===== config.mk =====
export PLATFORM = sky130hd
export DESIGN_NAME = fault_diag
export DESIGN_NICKNAME = d
export VERILOG_FILES = /design/src/rtl/fault_pkg.sv /design/src/rtl/fd_sc_filter.sv /design/src/rtl/fd_hb_latch.sv /design/src/rtl/fd_diag_enc.sv /design/src/rtl/fault_diag.sv
export SDC_FILE = /design/constraint.sdc
export NUM_CORES = 1
export LEC_CHECK = 0
export BUFFER_PORTS_ARGS = -buffer_cell sky130_fd_sc_hd__buf_2
export CAP_MARGIN = 20
export CORE_UTILIZATION = 35
export CTS_BUF_LIST = sky130_fd_sc_hd__clkbuf_8
export CTS_CLUSTER_DIAMETER = 100
export CTS_CLUSTER_SIZE = 40
export DETAILED_ROUTE_END_ITERATION = 7
export GPL_ROUTABILITY_DRIVEN = 0
export MAX_ROUTING_LAYER = met4
export PLACE_DENSITY = 0.59
export SYNTH_ARGS = -nofsm -noshare
export SYNTH_HDL_FRONTEND = slang
export SYNTH_SLANG_ARGS = --single-unit

===== constraint.sdc =====
create_clock -name clk_i -period 2.24 [get_ports clk_i]
set_clock_uncertainty 0.05 [all_clocks]
set_input_delay 0.448 -clock clk_i [delete_from_list [all_inputs] [get_ports clk_i]]
set_output_delay 0.448 -clock clk_i [all_outputs]
set_load 0.02 [all_outputs]

===== src/rtl/fault_pkg.sv =====
package fault_pkg;
  // {err1, err2}, active low
  typedef enum logic [1:0] {
    DIAG_UV = 2'b00,
    DIAG_SC = 2'b01,
    DIAG_OT = 2'b10,
    DIAG_OK = 2'b11
  } diag_e;
endpackage


===== src/rtl/fd_sc_filter.sv =====
module fd_sc_filter #(
  parameter int FILT_CYC = 1125
) (
  input  logic clk_i,
  input  logic rst_ni,
  input  logic inh_i,
  input  logic sc_i,
  output logic hit_o
);
  localparam int CW = (FILT_CYC > 2) ? $clog2(FILT_CYC) : 1;
  localparam logic [CW-1:0] LAST = CW'(FILT_CYC - 1);

  logic [CW-1:0] cnt_q;

  always_ff @(posedge clk_i or negedge rst_ni) begin
    if (!rst_ni)                   cnt_q <= '0;
    else if (inh_i || !sc_i)       cnt_q <= '0;
    else if (cnt_q != LAST)        cnt_q <= cnt_q + 1'b1;
  end

  assign hit_o = sc_i && !inh_i && (cnt_q == LAST);


  restart_chk: assert property (@(posedge clk_i) disable iff (!rst_ni)
    !sc_i |=> cnt_q == '0);

  hit_needs_run_chk: assert property (@(posedge clk_i) disable iff (!rst_ni)
    hit_o |-> $past(sc_i));
endmodule


===== src/rtl/fd_hb_latch.sv =====
module fd_hb_latch #(
  parameter int N_HB = 2
) (
  input  logic              clk_i,
  input  logic              rst_ni,
  input  logic [2*N_HB-1:0] hit_i,
  input  logic              clr_i,
  input  logic              inh_i,
  output logic [N_HB-1:0]   lat_o
);
  logic [N_HB-1:0] lat_q;

  for (genvar k = 0; k < N_HB; k++) begin : g_hb
    always_ff @(posedge clk_i or negedge rst_ni) begin
      if (!rst_ni)                               lat_q[k] <= 1'b0;
      else if (clr_i || inh_i)                   lat_q[k] <= 1'b0;
      else if (hit_i[2*k] || hit_i[2*k+1])       lat_q[k] <= 1'b1;
    end
  end

  assign lat_o = lat_q;


  hold_chk: assert property (@(posedge clk_i) disable iff (!rst_ni)
    (lat_q != '0) && !clr_i && !inh_i |=> ($past(lat_q) & ~lat_q) == '0);

  clr_wins_chk: assert property (@(posedge clk_i) disable iff (!rst_ni)
    clr_i |=> lat_q == '0);
endmodule


===== src/rtl/fd_diag_enc.sv =====
module fd_diag_enc
  import fault_pkg::*;
#(
  parameter int N_SW = 4
) (
  input  logic [N_SW-1:0] uv_i,
  input  logic            sc_lat_i,
  input  logic            ot_i,
  input  logic            inh_i,
  output logic            err1_o,
  output logic            err2_o
);
  diag_e code;

  always_comb begin
    if (inh_i)          code = DIAG_OK;
    else if (|uv_i)     code = DIAG_UV;
    else if (sc_lat_i)  code = DIAG_SC;
    else if (ot_i)      code = DIAG_OT;
    else                code = DIAG_OK;
  end

  assign {err1_o, err2_o} = code;
endmodule


===== src/rtl/fault_diag.sv =====
module fault_diag #(
  parameter int N_HB     = 2,
  parameter int FILT_CYC = 1125
) (
  input  logic              clk_i,
  input  logic              rst_ni,
  input  logic [2*N_HB-1:0] sc_i,
  input  logic [2*N_HB-1:0] uv_i,
  input  logic              ot_i,
  input  logic              clr_i,
  input  logic              inh_i,
  output logic [2*N_HB-1:0] sw_en_o,
  output logic              err1_o,
  output logic              err2_o
);
  localparam int N_SW = 2 * N_HB;

  logic [N_SW-1:0] hit;
  logic [N_HB-1:0] lat;
  logic [N_SW-1:0] lat_sw;

  for (genvar i = 0; i < N_SW; i++) begin : g_sw
    fd_sc_filter #(.FILT_CYC(FILT_CYC)) u_filt (
      .clk_i (clk_i),
      .rst_ni(rst_ni),
      .inh_i (inh_i),
      .sc_i  (sc_i[i]),
      .hit_o (hit[i])
    );
    assign lat_sw[i] = lat[i/2];
  end

  fd_hb_latch #(.N_HB(N_HB)) u_latch (
    .clk_i (clk_i),
    .rst_ni(rst_ni),
    .hit_i (hit),
    .clr_i (clr_i),
    .inh_i (inh_i),
    .lat_o (lat)
  );

  fd_diag_enc #(.N_SW(N_SW)) u_enc (
    .uv_i    (uv_i),
    .sc_lat_i(|lat),
    .ot_i    (ot_i),
    .inh_i   (inh_i),
    .err1_o  (err1_o),
    .err2_o  (err2_o)
  );

  assign sw_en_o = inh_i ? '0 : ~(uv_i | lat_sw);


  sc_code_no_uv_chk: assert property (@(posedge clk_i) disable iff (!rst_ni)
    (!err1_o && err2_o) |-> uv_i == '0);

  inh_quiet_chk: assert property (@(posedge clk_i) disable iff (!rst_ni)
    inh_i |-> (sw_en_o == '0) && err1_o && err2_o);

  pair_off_chk: assert property (@(posedge clk_i) disable iff (!rst_ni)
    (uv_i == '0) && !inh_i |-> sw_en_o[0] == sw_en_o[1]);
endmodule


Word level (Yosys, flattened, before mapping)
Index checks and enable logic that the tools add are counted.
{"block": "totals", "ff_bits": 46, "latch_bits": 0, "ramBits": 0, "mem_bits_ro": 0, "inputBits": 13, "wordCells": 65, "memories": 0}
{"block": "classes", "add_sub_neg": 4, "multipliers": 0, "n_div": 0, "order_cmp": 0, "n_eq_ne": 8, "n_shift": 0, "n_mux": 17, "bitwise_logic": 2, "n_reduce_logical": 28}
{"op": "11-bit 2-to-1 mux", "count": 8}
{"op": "11-bit by 1-bit adder with 11-bit output, second input constant", "count": 4}
{"op": "11-bit == test, second input constant", "count": 4}
{"op": "11-bit != test, second input constant", "count": 4}
{"op": "2-bit nonzero test", "count": 6}
{"op": "1-bit logical AND", "count": 8}
{"op": "1-bit logical OR", "count": 7}
{"op": "2-bit 2-to-1 mux", "count": 3}
{"op": "1-bit logical NOT", "count": 5}
{"op": "1-bit 2-to-1 mux", "count": 5}
{"op": "4-bit 2-to-1 mux", "count": 1}
{"op": "4-bit inverter", "count": 1}
{"op": "4-bit bitwise OR", "count": 1}
{"op": "4-bit OR reduction", "count": 1}
{"op": "2-bit OR reduction", "count": 1}

Depth between registers and ports, before layout
{"block": "logic_depth", "depth_word": 6, "mapped_depth": 5, "ltp_nobuf": 5}

Hierarchy
Synthesis repeated with hierarchy kept, for this count alone.
{"block": "hier_totals", "hier_cells": 288, "hier_area_um2": 2721.4}
{"mod": "fd_sc_filter", "instances": 4, "cells_each": 68, "area_per_inst_um2": 644.4}
{"mod": "fd_hb_latch", "instances": 1, "cells_each": 6, "area_per_inst_um2": 80.1}
{"mod": "fd_diag_enc", "instances": 1, "cells_each": 5, "area_per_inst_um2": 37.5}
{"mod": "fault_diag", "instances": 1, "cells_each": 5, "area_per_inst_um2": 26.3}

Least setup slack after synthesis
No wires, ideal clock.
{"block": "synth_timing", "kind": "in2out", "startpoint": "input port inh_i", "endpoint": "output port sw_en_o[0]", "t_arrival_ns": 1.294, "t_required_ns": 1.742, "path_slack_ns": 0.448, "cell_stages": 3, "cell_sequence": "buf_2 clkbuf_1 nor3_1"}
{"block": "synth_via", "elab_chain_cells": 1}
{"element": "start, declared", "line_no": "fault_diag.sv:11", "text": "input logic inh_i,"}
{"element": "4-bit 2-to-1 mux", "line_no": "fault_diag.sv:51", "text": "assign sw_en_o = inh_i ? '0 : ~(uv_i | lat_sw);"}
{"element": "end, declared", "line_no": "fault_diag.sv:12", "text": "output logic [2*N_HB-1:0] sw_en_o,"}
No other way between the ends.

Final worst setup path
{"block": "layout_timing", "startpoint": "register g_sw[1].u_filt.cnt_q[7]", "endpoint": "register u_latch.lat_q[0], in the netlist u_latch.lat_o[0]"}
{"block": "layout_via", "elab_chain_cells": 4}
{"element": "start, declared", "line_no": "fd_sc_filter.sv:13", "text": "logic [CW-1:0] cnt_q;"}
{"element": "start signal, assigned", "line_no": "fd_sc_filter.sv:18", "text": "else if (cnt_q != LAST) cnt_q <= cnt_q + 1'b1;"}
{"element": "11-bit == test", "line_no": "fd_sc_filter.sv:21", "text": "assign hit_o = sc_i && !inh_i && (cnt_q == LAST);"}
{"element": "1-bit logical AND", "line_no": "fd_sc_filter.sv:21"}
{"element": "1-bit logical OR", "line_no": "fd_hb_latch.sv:17", "text": "else if (hit_i[2*k] || hit_i[2*k+1]) lat_q[k] <= 1'b1;"}
{"element": "2-bit nonzero test (no line)"}
{"element": "end signal, assigned by index", "line_no": "fd_hb_latch.sv:15", "text": "if (!rst_ni) lat_q[k] <= 1'b0;"}
{"element": "end signal, assigned by index", "line_no": "fd_hb_latch.sv:16", "text": "else if (clr_i || inh_i) lat_q[k] <= 1'b0;"}
{"element": "end signal, assigned by index", "line_no": "fd_hb_latch.sv:17"}
{"element": "end, declared", "line_no": "fd_hb_latch.sv:11", "text": "logic [N_HB-1:0] lat_q;"}
No other way between the ends.
A chain may end at the register's enable or synchronous reset.

==> flow_metrics.tcl <==
set metrics [dict create \
    first_pass_iters 4 \
    ir_drop_mv 0.220 \
    rows 30 \
    ys.flop_type "dfrtp_1" \
    finalHoldViolations 0 \
    start_kind "flip-flop" \
    wl_per_cell_um 13.5 \
    via_per_inst 5.41 \
    synth-async-reset-ratio_pct 100 \
    synthCells 278 \
    synth_area_per_cell_um2 9.25 \
    finalCritPeriodShare_pct 82.9 \
    portBuffers 18 \
    setup_viol 0 \
    io_pins 19 \
    drv_slew 0 \
    grt_use_total_pct 15.2 \
    finalWirelength_mm 5.32 \
    yosys.area_share.adder_pct 3.89 \
    r2r_cells 3 \
    die_w_um 87.7 \
    numCtsBuffers 5 \
    synth_area_leader_cell "dfrtp_1" \
    post_cts_buffers 0 \
    cts_tree "done" \
    status "finished, final reports clean" \
    grt_overflow 0 \
    synth.area.top_cells "dfrtp_1 45%, or4_1 5.8%, o31ai_1 4.7%" \
    cts_root_buf "clkbuf_8" \
    grt_pass1_vias 1900 \
    synth_compound_area_share_pct 13.7 \
    maxCapViolCount 0 \
    route.antenna.remaining_nets 0 \
    critPathRequiredTime_ns 2.40 \
    drcViolationCount 0 \
    cp-end-kind "flip-flop" \
    min_period_ns 1.86 \
    htreeDepth 2 \
    die_h_um 87.7 \
    mostFrequentLayoutCells "46 x dfrtp_1, 27 x nand2_1, 23 x nand3_1, 23 x a21oi_1, 20 x or4_1" \
    rsz0062_at_grt "false" \
    core_um2 6940 \
    clk_pin_slew_ns 0.09 \
    fillers 681 \
    path_class "flip-flop to flip-flop" \
    synth.area.mux_share_pct 3.11 \
    cts.sinks 46 \
    tightest_slew_ns 0.578 \
    ys_seq_area_share_pct 44.7 \
    instances_no_fill 395 \
    synth_area_um2 2570 \
    num_vias 2138 \
    hold_path.class "input port to async pin" \
    ys_seq_elements 46 \
    p_leak_nw 1.11 \
    final_common_cell "dfrtp_1" \
    yosys.cell_types.count 35 \
    worst_hold_slack_ns 0.0747 \
    synth_edf_count 0 \
    hpwl_mm 3.84 \
    power_density_nw_per_um2 544 \
    synth_xor_area_share_pct 1.36 \
    fmax_mhz 539 \
    initial_utilization_pct 37.0 \
    grt_max_degree 25 \
    synth.yosys.warnings 0 \
    yosysTopAreaCellShare_pct 44.7 \
    area_delta_synth_final_pct 12.6 \
    worstPathArrival_ns 2.01 \
    relSlewSlack_pct 61.4 \
    antenna_found_initial 0 \
    clk_latency_ns 0.31 \
    synth_top_family_by_area "simple AND/OR/NAND/NOR gates" \
    setup_tns_ns 0 \
    yosys.area_share.simple_pct 29.9 \
    final_nets 318 \
    placed_cells 386 \
    hold_buffers 0 \
    drt-initial-drc-count 24 \
    grt_pass1_wl_mm 8.91 \
    crit_path_max_fanout 6 \
    post_cts_resized 0 \
    fp.dieArea_um2 7700 \
    clockBufferDepth 2 \
    syn-num-nets 299 \
    drive_gt1_share_pct 10.4 \
]
## metrics by stage
step | utilization (%) | cell area (um^2) | total power, W | setup slack [ns]
after floorplan | - | 2570 | 0.000911 | 0.448
after global placement | 40.1 | 2790 | 0.000963 | 0.438
after detailed placement | 40.1 | 2790 | 0.000964 | 0.386
after CTS | 41.7 | 2890 | 0.00160 | 0.368
after global routing | 41.7 | 2890 | 0.00164 | 0.255
final | 41.7 | 2900 | 0.00157 | 0.384
## synthesized netlist by cell type (all sizes together) (9+ instances only)
library cell and instances:
nand2 27, or4 21, a21oi 23, inv 12
nand3 23, or3 10, dfrtp 46, nor3 9
o31ai 16, nand3b 9, o21ai 11
## final cells by class
class | count | area [um^2] | share of cell area, %
multi-input cells | 210 | 1340 | 46.1
flip-flops and latches | 46 | 1150 | 39.7
repair buffers | 22 | 133 | 4.58
well taps | 96 | 120 | 4.15
clock buffers | 5 | 68.8 | 2.38
inverters | 12 | 45.0 | 1.56
clock inverters | 3 | 40.0 | 1.38
diodes | 1 | 2.50 | 0.0864
## power by group
group	total [W]	leakage, nW	switching (W)	internal [W]
sequential	0.000843	0.638	0.00000718	0.000836
combinational	0.000101	0.413	0.0000660	0.0000351
clock	0.000630	0.0579	0.000301	0.000329
## kinds of logic (layout without fill, tap and decap cells)
group,Yosys count,in the layout
xor gates and xnor gates,4,4
DFF,46,46
and+or+nand+nor,132,132
other,0,1
adders and majority gates,8,8
AOI/OAI and AO/OA,58,58
buffers and inverters,22,42
muxes,8,8
## state kept, by name (all words and copies together) (netlist names)
register / flops
g_sw.u_filt.cnt_q: 44
u_latch.lat_o: 2
## critical path: stages, from the launching register on
cell and delay, ns:
dfrtp_1 0.43, or4b_1 0.58, or4_1 0.41, a311oi_1 0.29
## layer usage
| metal | track usage (%) | wire, um | up-vias |
|---|---|---|---|
| li1 | - | - | 1080 |
| met2 | 23.1 | 2350 | 31 |
| met4 | 4.77 | 57 | 0 |
| met3 | 3.02 | 171 | 5 |
| met5 | - | 0 | - |
| met1 | 20.3 | 2730 | 1022 |
## final timing paths
kind,start,end,slack (ns)
worst max-delay path,g_sw[1].u_filt.cnt_q[7]$_DFFE_PN0P_,u_latch.lat_o[0]$_DFFE_PN0P_,0.38
worst min-delay path,rst_ni,g_sw[0].u_filt.cnt_q[6]$_DFFE_PN0P_,0.07
worst max register to register,g_sw[1].u_filt.cnt_q[7]$_DFFE_PN0P_,u_latch.lat_o[0]$_DFFE_PN0P_,0.38
worst min register to register,g_sw[0].u_filt.cnt_q[2]$_DFFE_PN0P_,g_sw[0].u_filt.cnt_q[2]$_DFFE_PN0P_,0.50
max in group asynchronous,rst_ni,g_sw[3].u_filt.cnt_q[9]$_DFFE_PN0P_,1.54
min in group clk_i,clr_i,u_latch.lat_o[0]$_DFFE_PN0P_,0.28
No activity file was read; power rests on OpenSTA's default activity.
